===== src/rtl/sclk_div_pkg.sv =====
`timescale 1ns/1ps
package sclk_div_pkg;

  // Kind of SCLK event in the current cycle; bit 0 = leading, bit 1 = trailing.
  typedef enum logic [1:0] {
    EDGE_NONE  = 2'b00,
    EDGE_LEAD  = 2'b01,
    EDGE_TRAIL = 2'b10,
    EDGE_BOTH  = 2'b11
  } edge_kind_e;

  // Classify a divider tick. In bypass one cycle holds both edges of a bit.
  function automatic edge_kind_e edge_kind_of(logic tick, logic bypass, logic at_idle);
    if (!tick)       return EDGE_NONE;
    else if (bypass) return EDGE_BOTH;
    else if (at_idle) return EDGE_LEAD;
    else             return EDGE_TRAIL;
  endfunction

  // Phase 1 shifts on leading edges; phase 0 shifts on trailing edges but not the final one.
  function automatic logic shift_role(edge_kind_e k, logic cpha, logic last);
    logic [1:0] b;
    b = k;
    return cpha ? b[0] : (b[1] & ~last);
  endfunction

  // Sampling happens on the edge that does not shift.
  function automatic logic sample_role(edge_kind_e k, logic cpha);
    logic [1:0] b;
    b = k;
    return cpha ? b[1] : b[0];
  endfunction

endpackage


===== src/rtl/sclk_half_timer.sv =====
`timescale 1ns/1ps
module sclk_half_timer #(
  parameter int DIV_W = 8
) (
  input  logic             clk_i,
  input  logic             rst_ni,
  input  logic             load_i,
  input  logic [DIV_W-1:0] load_val_i,
  input  logic             run_i,
  input  logic [DIV_W-1:0] reload_val_i,
  output logic             tick_o
);
  logic [DIV_W-1:0] cnt_q;

  // Counts down one half-period; reloaded at start so the first half is full length.
  always_ff @(posedge clk_i or negedge rst_ni) begin
    if (!rst_ni)                 cnt_q <= '0;
    else if (load_i)             cnt_q <= load_val_i;
    else if (run_i) begin
      if (cnt_q == '0)           cnt_q <= reload_val_i;
      else                       cnt_q <= cnt_q - 1'b1;
    end
  end

  assign tick_o = run_i && (cnt_q == '0);
endmodule


===== src/rtl/sclk_edge_track.sv =====
`timescale 1ns/1ps
module sclk_edge_track #(
  parameter int   EDGE_W   = 7,
  parameter logic IDLE_RST = 1'b1
) (
  input  logic              clk_i,
  input  logic              rst_ni,
  input  logic              load_i,
  input  logic [EDGE_W-1:0] total_i,
  input  logic              level_i,
  input  logic              tick_i,
  input  logic              bypass_i,
  input  logic              cpol_i,
  output logic              sclk_q_o,
  output logic              busy_o,
  output logic              last_o,
  output sclk_div_pkg::edge_kind_e kind_o
);
  logic [EDGE_W-1:0] left_q;
  logic              sclk_q;

  // Remaining events (edges, or bits in bypass) and the registered SCLK level.
  always_ff @(posedge clk_i or negedge rst_ni) begin
    if (!rst_ni) begin
      left_q <= '0;
      sclk_q <= IDLE_RST;
    end else if (load_i) begin
      left_q <= total_i;
      sclk_q <= level_i;
    end else if (tick_i) begin
      left_q <= left_q - 1'b1;
      if (!bypass_i) sclk_q <= ~sclk_q;
    end
  end

  assign busy_o   = (left_q != '0);
  assign last_o   = (left_q == {{(EDGE_W-1){1'b0}}, 1'b1});
  assign sclk_q_o = sclk_q;
  assign kind_o   = sclk_div_pkg::edge_kind_of(tick_i, bypass_i, sclk_q == cpol_i);
endmodule


===== src/rtl/spi_sclk_gen.sv =====
`timescale 1ns/1ps
module spi_sclk_gen #(
  parameter int   DIV_W    = 8,
  parameter int   LEN_W    = 6,
  parameter logic IDLE_RST = 1'b1,
  localparam int  EDGE_W   = LEN_W + 1
) (
  input  logic             clk_i,
  input  logic             rst_ni,
  input  logic             start_i,
  input  logic [DIV_W-1:0] div_i,
  input  logic             cpol_i,
  input  logic             cpha_i,
  input  logic [LEN_W-1:0] nbits_i,
  output logic             sclk_o,
  output logic             shift_stb_o,
  output logic             sample_stb_o,
  output logic             busy_o
);
  import sclk_div_pkg::*;

  logic             busy_w, accept_w, byp_now, tick_w, last_w, trail_w, lead_w;
  logic             sclk_q, cpol_l, cpha_l, byp_l;
  logic [DIV_W-1:0] div_l, load_val, reload_val;
  logic [EDGE_W-1:0] total_w;
  edge_kind_e       kind_w;

  assign byp_now  = &div_i;
  assign accept_w = start_i && !busy_w && (nbits_i != '0);

  // Settings frozen for the length of a transfer.
  always_ff @(posedge clk_i or negedge rst_ni) begin
    if (!rst_ni) begin
      div_l  <= '0;
      cpol_l <= IDLE_RST;
      cpha_l <= 1'b1;
      byp_l  <= 1'b0;
    end else if (accept_w) begin
      div_l  <= div_i;
      cpol_l <= cpol_i;
      cpha_l <= cpha_i;
      byp_l  <= byp_now;
    end
  end

  assign load_val   = byp_now ? '0 : div_i;
  assign reload_val = byp_l   ? '0 : div_l;
  assign total_w    = byp_now ? {1'b0, nbits_i} : {nbits_i, 1'b0};

  sclk_half_timer #(.DIV_W(DIV_W)) u_timer (
    .clk_i        (clk_i),
    .rst_ni       (rst_ni),
    .load_i       (accept_w),
    .load_val_i   (load_val),
    .run_i        (busy_w),
    .reload_val_i (reload_val),
    .tick_o       (tick_w)
  );

  sclk_edge_track #(.EDGE_W(EDGE_W), .IDLE_RST(IDLE_RST)) u_edges (
    .clk_i    (clk_i),
    .rst_ni   (rst_ni),
    .load_i   (accept_w),
    .total_i  (total_w),
    .level_i  (cpol_i),
    .tick_i   (tick_w),
    .bypass_i (byp_l),
    .cpol_i   (cpol_l),
    .sclk_q_o (sclk_q),
    .busy_o   (busy_w),
    .last_o   (last_w),
    .kind_o   (kind_w)
  );

  assign lead_w  = kind_w[0];
  assign trail_w = kind_w[1];

  assign shift_stb_o  = shift_role(kind_w, cpha_l, last_w);
  assign sample_stb_o = sample_role(kind_w, cpha_l);
  assign busy_o       = busy_w;

  // Bypass: a full SCLK period inside each functional cycle, leading edge at mid-cycle.
  assign sclk_o = busy_w ? (sclk_q ^ (byp_l & ~clk_i)) : cpol_i;
endmodule


===== config.mk =====
export PLATFORM = sky130hd
export DESIGN_NAME = spi_sclk_gen
export DESIGN_NICKNAME = d
export VERILOG_FILES = /design/src/rtl/sclk_div_pkg.sv /design/src/rtl/sclk_half_timer.sv /design/src/rtl/sclk_edge_track.sv /design/src/rtl/spi_sclk_gen.sv
export SDC_FILE = /design/constraint.sdc
export NUM_CORES = 1
export LEC_CHECK = 0
export BUFFER_PORTS_ARGS = -buffer_cell sky130_fd_sc_hd__buf_2
export CAP_MARGIN = 20
export CORE_ASPECT_RATIO = 1.2
export CORE_MARGIN = 2
export CORE_UTILIZATION = 45
export DETAILED_ROUTE_END_ITERATION = 10
export HOLD_SLACK_MARGIN = 0.15
export PLACE_DENSITY_LB_ADDON = 0.15
export SYNTH_ARGS = -nofsm -noshare
export SYNTH_HDL_FRONTEND = slang
export SYNTH_SLANG_ARGS = --single-unit
export TNS_END_PERCENT = 5

===== constraint.sdc =====
create_clock -name clk_i -period 2.5 [get_ports clk_i]
set_input_delay 0.375 -clock clk_i [delete_from_list [all_inputs] [get_ports clk_i]]
set_output_delay 0.375 -clock clk_i [all_outputs]
set_load 0.1 [all_outputs]

==> flow_metrics.py <==
metrics = {
    "status": {
        "status": "finished, final reports clean",
    },
    "detailed_routing": {
        "drc": 0,
        "drt_wl_total_microns": 5000,
        "ant_nets": 0,
        "dr_total_vias": 1730,
        "via_per_inst": 6.27,
        "wl_per_cell_microns": 18.1,
        "drt_pass1_iterations": 5,
        "first_iter_violations": 135,
    },
    "worst_hold_path": {
        "hold_path.class": "in -> reg",
        "min_delay_worst_endpoint": "cpha_l",
        "hold_depth": 2,
        "min_from": "cpha_i",
    },
    "global_route": {
        "antenna_found_initial": 0,
        "grt_use_total_pct": 24.7,
        "grt_pass1_vias": 1633,
        "grt.overflow.total": 0,
        "grt_first_pass_wirelength_microns": 8060,
        "grt_max_degree": 28,
    },
    "sta": {
        "grt_setup_unrepaired": "true",
        "finalCritPeriodShare_pct": 99.3,
        "relSlewSlack_pct": 45.8,
        "max_freq_mhz": 403,
        "finalHoldViolCount": 0,
        "min_period_ns": 2.48,
        "holdWs_ns": 0.221,
        "worst_pin_slew_ns": 0.806,
        "fin_skew_ns": 0.00568,
        "finalSetupViolations": 0,
        "finalWorstSetupSlack_ns": 0.0179,
        "slew_viol_final": 0,
    },
    "finish": {
        "drive_gt1_share_pct": 31.5,
        "syn_to_final_growth_pct": 23.1,
        "diodes": 0,
        "fillCellCount": 357,
        "stdcell_area_sq_mm": 0.00224,
        "fin_cells": 276,
        "regArea_sq_um": 681,
        "final_util_pct": 57.3,
        "nNetsFinal": 247,
        "multiInputGateArea_sq_mm": 0.00112,
    },
    "floorplan": {
        "start_util_pct": 46.5,
        "die-height_microns": 73.7,
        "io_pins": 23,
        "core_area_sq_mm": 0.00391,
        "dieWidth_microns": 62.0,
        "fp-row-count": 25,
        "die_area_sq_mm": 0.00457,
    },
    "synthesis": {
        "yosysWarnings": 0,
        "syn-num-nets": 212,
        "ys_seq_elements": 27,
        "synth_cells": 188,
        "async_reset_ff_share_pct": 100,
        "syn_area_sq_mm": 0.00182,
        "synth-edff-count": 0,
        "synth_cell_types": 48,
        "syn_avg_cell_area_sq_um": 9.68,
        "synth_flop_cell": "dfrtp_1",
        "seq_area_frac_synth_pct": 37.3,
    },
    "critical_path": {
        "reg2reg_depth": 5,
        "max_stage_delay_ns": 0.59,
        "critPathBufInv": 2,
        "crit_family": "simple AND/OR/NAND/NOR gates",
        "cp-start-kind": "register",
        "cp.arrival_ns": 2.11,
        "cp_max_fo": 7,
        "cpMaxStageDelayCell": "or4_4",
        "crit_type": "reg -> out",
        "reg2reg_from": "u_edges.left_q[3]",
        "r2r_end": "cpol_l",
        "cp-end-kind": "primary output",
        "worstPathRequired_ns": 2.12,
        "reg2reg_slack_ns": 0.37,
        "path_cells": "or4_4 > o211ai_1 > buf_4 > a311oi_4 > buf_12",
    },
    "place": {
        "dp_hpwl_microns": 3550,
        "placedCellCount": 261,
        "io_buffers": 22,
        "place_congestion": 0.935,
        "post-place-ws_ns": 0.183,
        "place_area_sq_mm": 0.00204,
    },
    "clock_network": {
        "insertion_delay_ns": 0.38,
        "path_clk_slew_ns": 0.10,
        "cts_tree": "built",
    },
    "pwr": {
        "leakage_nw": 0.880,
        "vdd_drop_max_v": 0.000433,
        "p_per_area_mw_per_mm2": 620,
    },
    "run": {
        "drv_cap": 0,
    },
}
## kinds of logic after synthesis
kind of cell	Yosys count	share of synthesized area (%)
flip-flops	27	37.3
multiplexers	15	8.94
adder cells (fa/ha/maj)	5	3.44
XOR/XNOR	6	2.89
AND/OR/NAND/NOR	74	25.7
buffers and inverters	17	4.26
AO/OA/AOI/OAI	44	17.5
## final cells by class
cell class | count | share of cell area (%)
Clock buffer | 8 | 4.36
Timing Repair Buffer | 35 | 10.9
Multi-Input combinational cell | 144 | 49.9
Inverter | 8 | 1.34
Tap cell | 54 | 3.02
Sequential cell | 27 | 30.4
## metal layers
metal | part of all wire [%] | GRT usage, % | vias to the layer above | wire (microns)
met5 | 0 | 0 | - | 0
met2 | 46 | 34.7 | 88 | 2290
met4 | 2.1 | 13.2 | 0 | 103
met3 | 7.4 | 4.58 | 7 | 370
met1 | 45 | 35.1 | 831 | 2240
li1 | - | - | 804 | -
## registers in the layout, indices dropped and copies added (netlist names)
register	count
div_l	8
u_timer.cnt_q	8
u_edges.left_q	7
byp_l	1
cpha_l	1
cpol_l	1
u_edges.sclk_q_o	1
## worst max path at each step
stage / start / to / slack, ns / depth (start not counted)
2_1_floorplan: u_timer.cnt_q[0] / shift_stb_o / -0.45 / 6
3_3_place_gp: clk_i / sclk_o / 0.18 / 4
6_report: u_edges.left_q[3] / shift_stb_o / 0.02 / 5
3_5_place_dp: clk_i / sclk_o / 0.18 / 4
5_1_grt: u_timer.cnt_q[1] / shift_stb_o / -0.05 / 7
4_1_cts: u_timer.cnt_q[0] / shift_stb_o / -0.03 / 7
## synthesized netlist by cell type, types with 2 or more instances
cell type	number	area share (%)
ha_1	5	3.4
nand2_1	9	1.9
dfrtp_1	24	33
o211ai_1	7	2.9
nand2b_1	3	1.0
mux2i_1	5	2.8
o31a_1	2	0.96
nor4_1	4	1.4
nand3b_1	2	0.83
nor3b_1	2	0.83
buf_2	5	1.4
o32a_1	2	1.1
and4_1	4	1.9
nand4b_1	2	0.96
nor3_1	5	1.4
nand4_1	11	3.8
nor2_1	7	1.4
buf_4	2	0.83
or4_4	2	1.2
mux2_2	10	6.2
clkbuf_1	2	0.41
dfstp_2	3	4.3
inv_1	7	1.4
or3_1	5	1.7
o22ai_1	3	1.0
xnor2_1	5	2.4
or4_1	5	2.1
o211a_1	2	1.1
nor2b_1	3	1.0
a211o_1	2	0.96
o21ai_0	12	3.3
nand3_1	7	1.9
a211oi_1	3	1.2
a31oi_1	2	0.69
## what timing repair did
action                     CTS  global route
setup buffers                0             7
resized for setup            4             9
pin swaps                    0             2
hold buffers                 1             0
setup endpoints to repair    3             4
gates cloned                 0             0
hold endpoints to repair    24             0
## cell usage in the layout (no fill, tap or decap), types with 7 or more instances in the layout
cell and n:
buf_4 14, nand2_1 9, dfrtp_1 23, mux2_2 10, o21ai_0 11, nor2_1 7, buf_2 18, o211ai_1 7
nand3_1 7, nand4_1 11
## report_power, final
group | internal [W] | switching (W)
Clock | 0.000221 | 0.000190
Combinational | 0.000196 | 0.000171
Sequential | 0.000501 | 0.000111
Total | 0.000918 | 0.000471
## through the flow
| step | power (W) | TNS, ns |
|---|---|---|
| 4_1_cts | 0.00134 | -0.0253 |
| 5_1_grt | 0.00146 | -0.0534 |
| 3_3_place_gp | 0.000923 | 0 |
| 6_report | 0.00139 | 0 |
| 2_1_floorplan | 0.000831 | -0.570 |
| 3_5_place_dp | 0.000933 | 0 |
No activity file was read; power rests on OpenSTA's default activity.
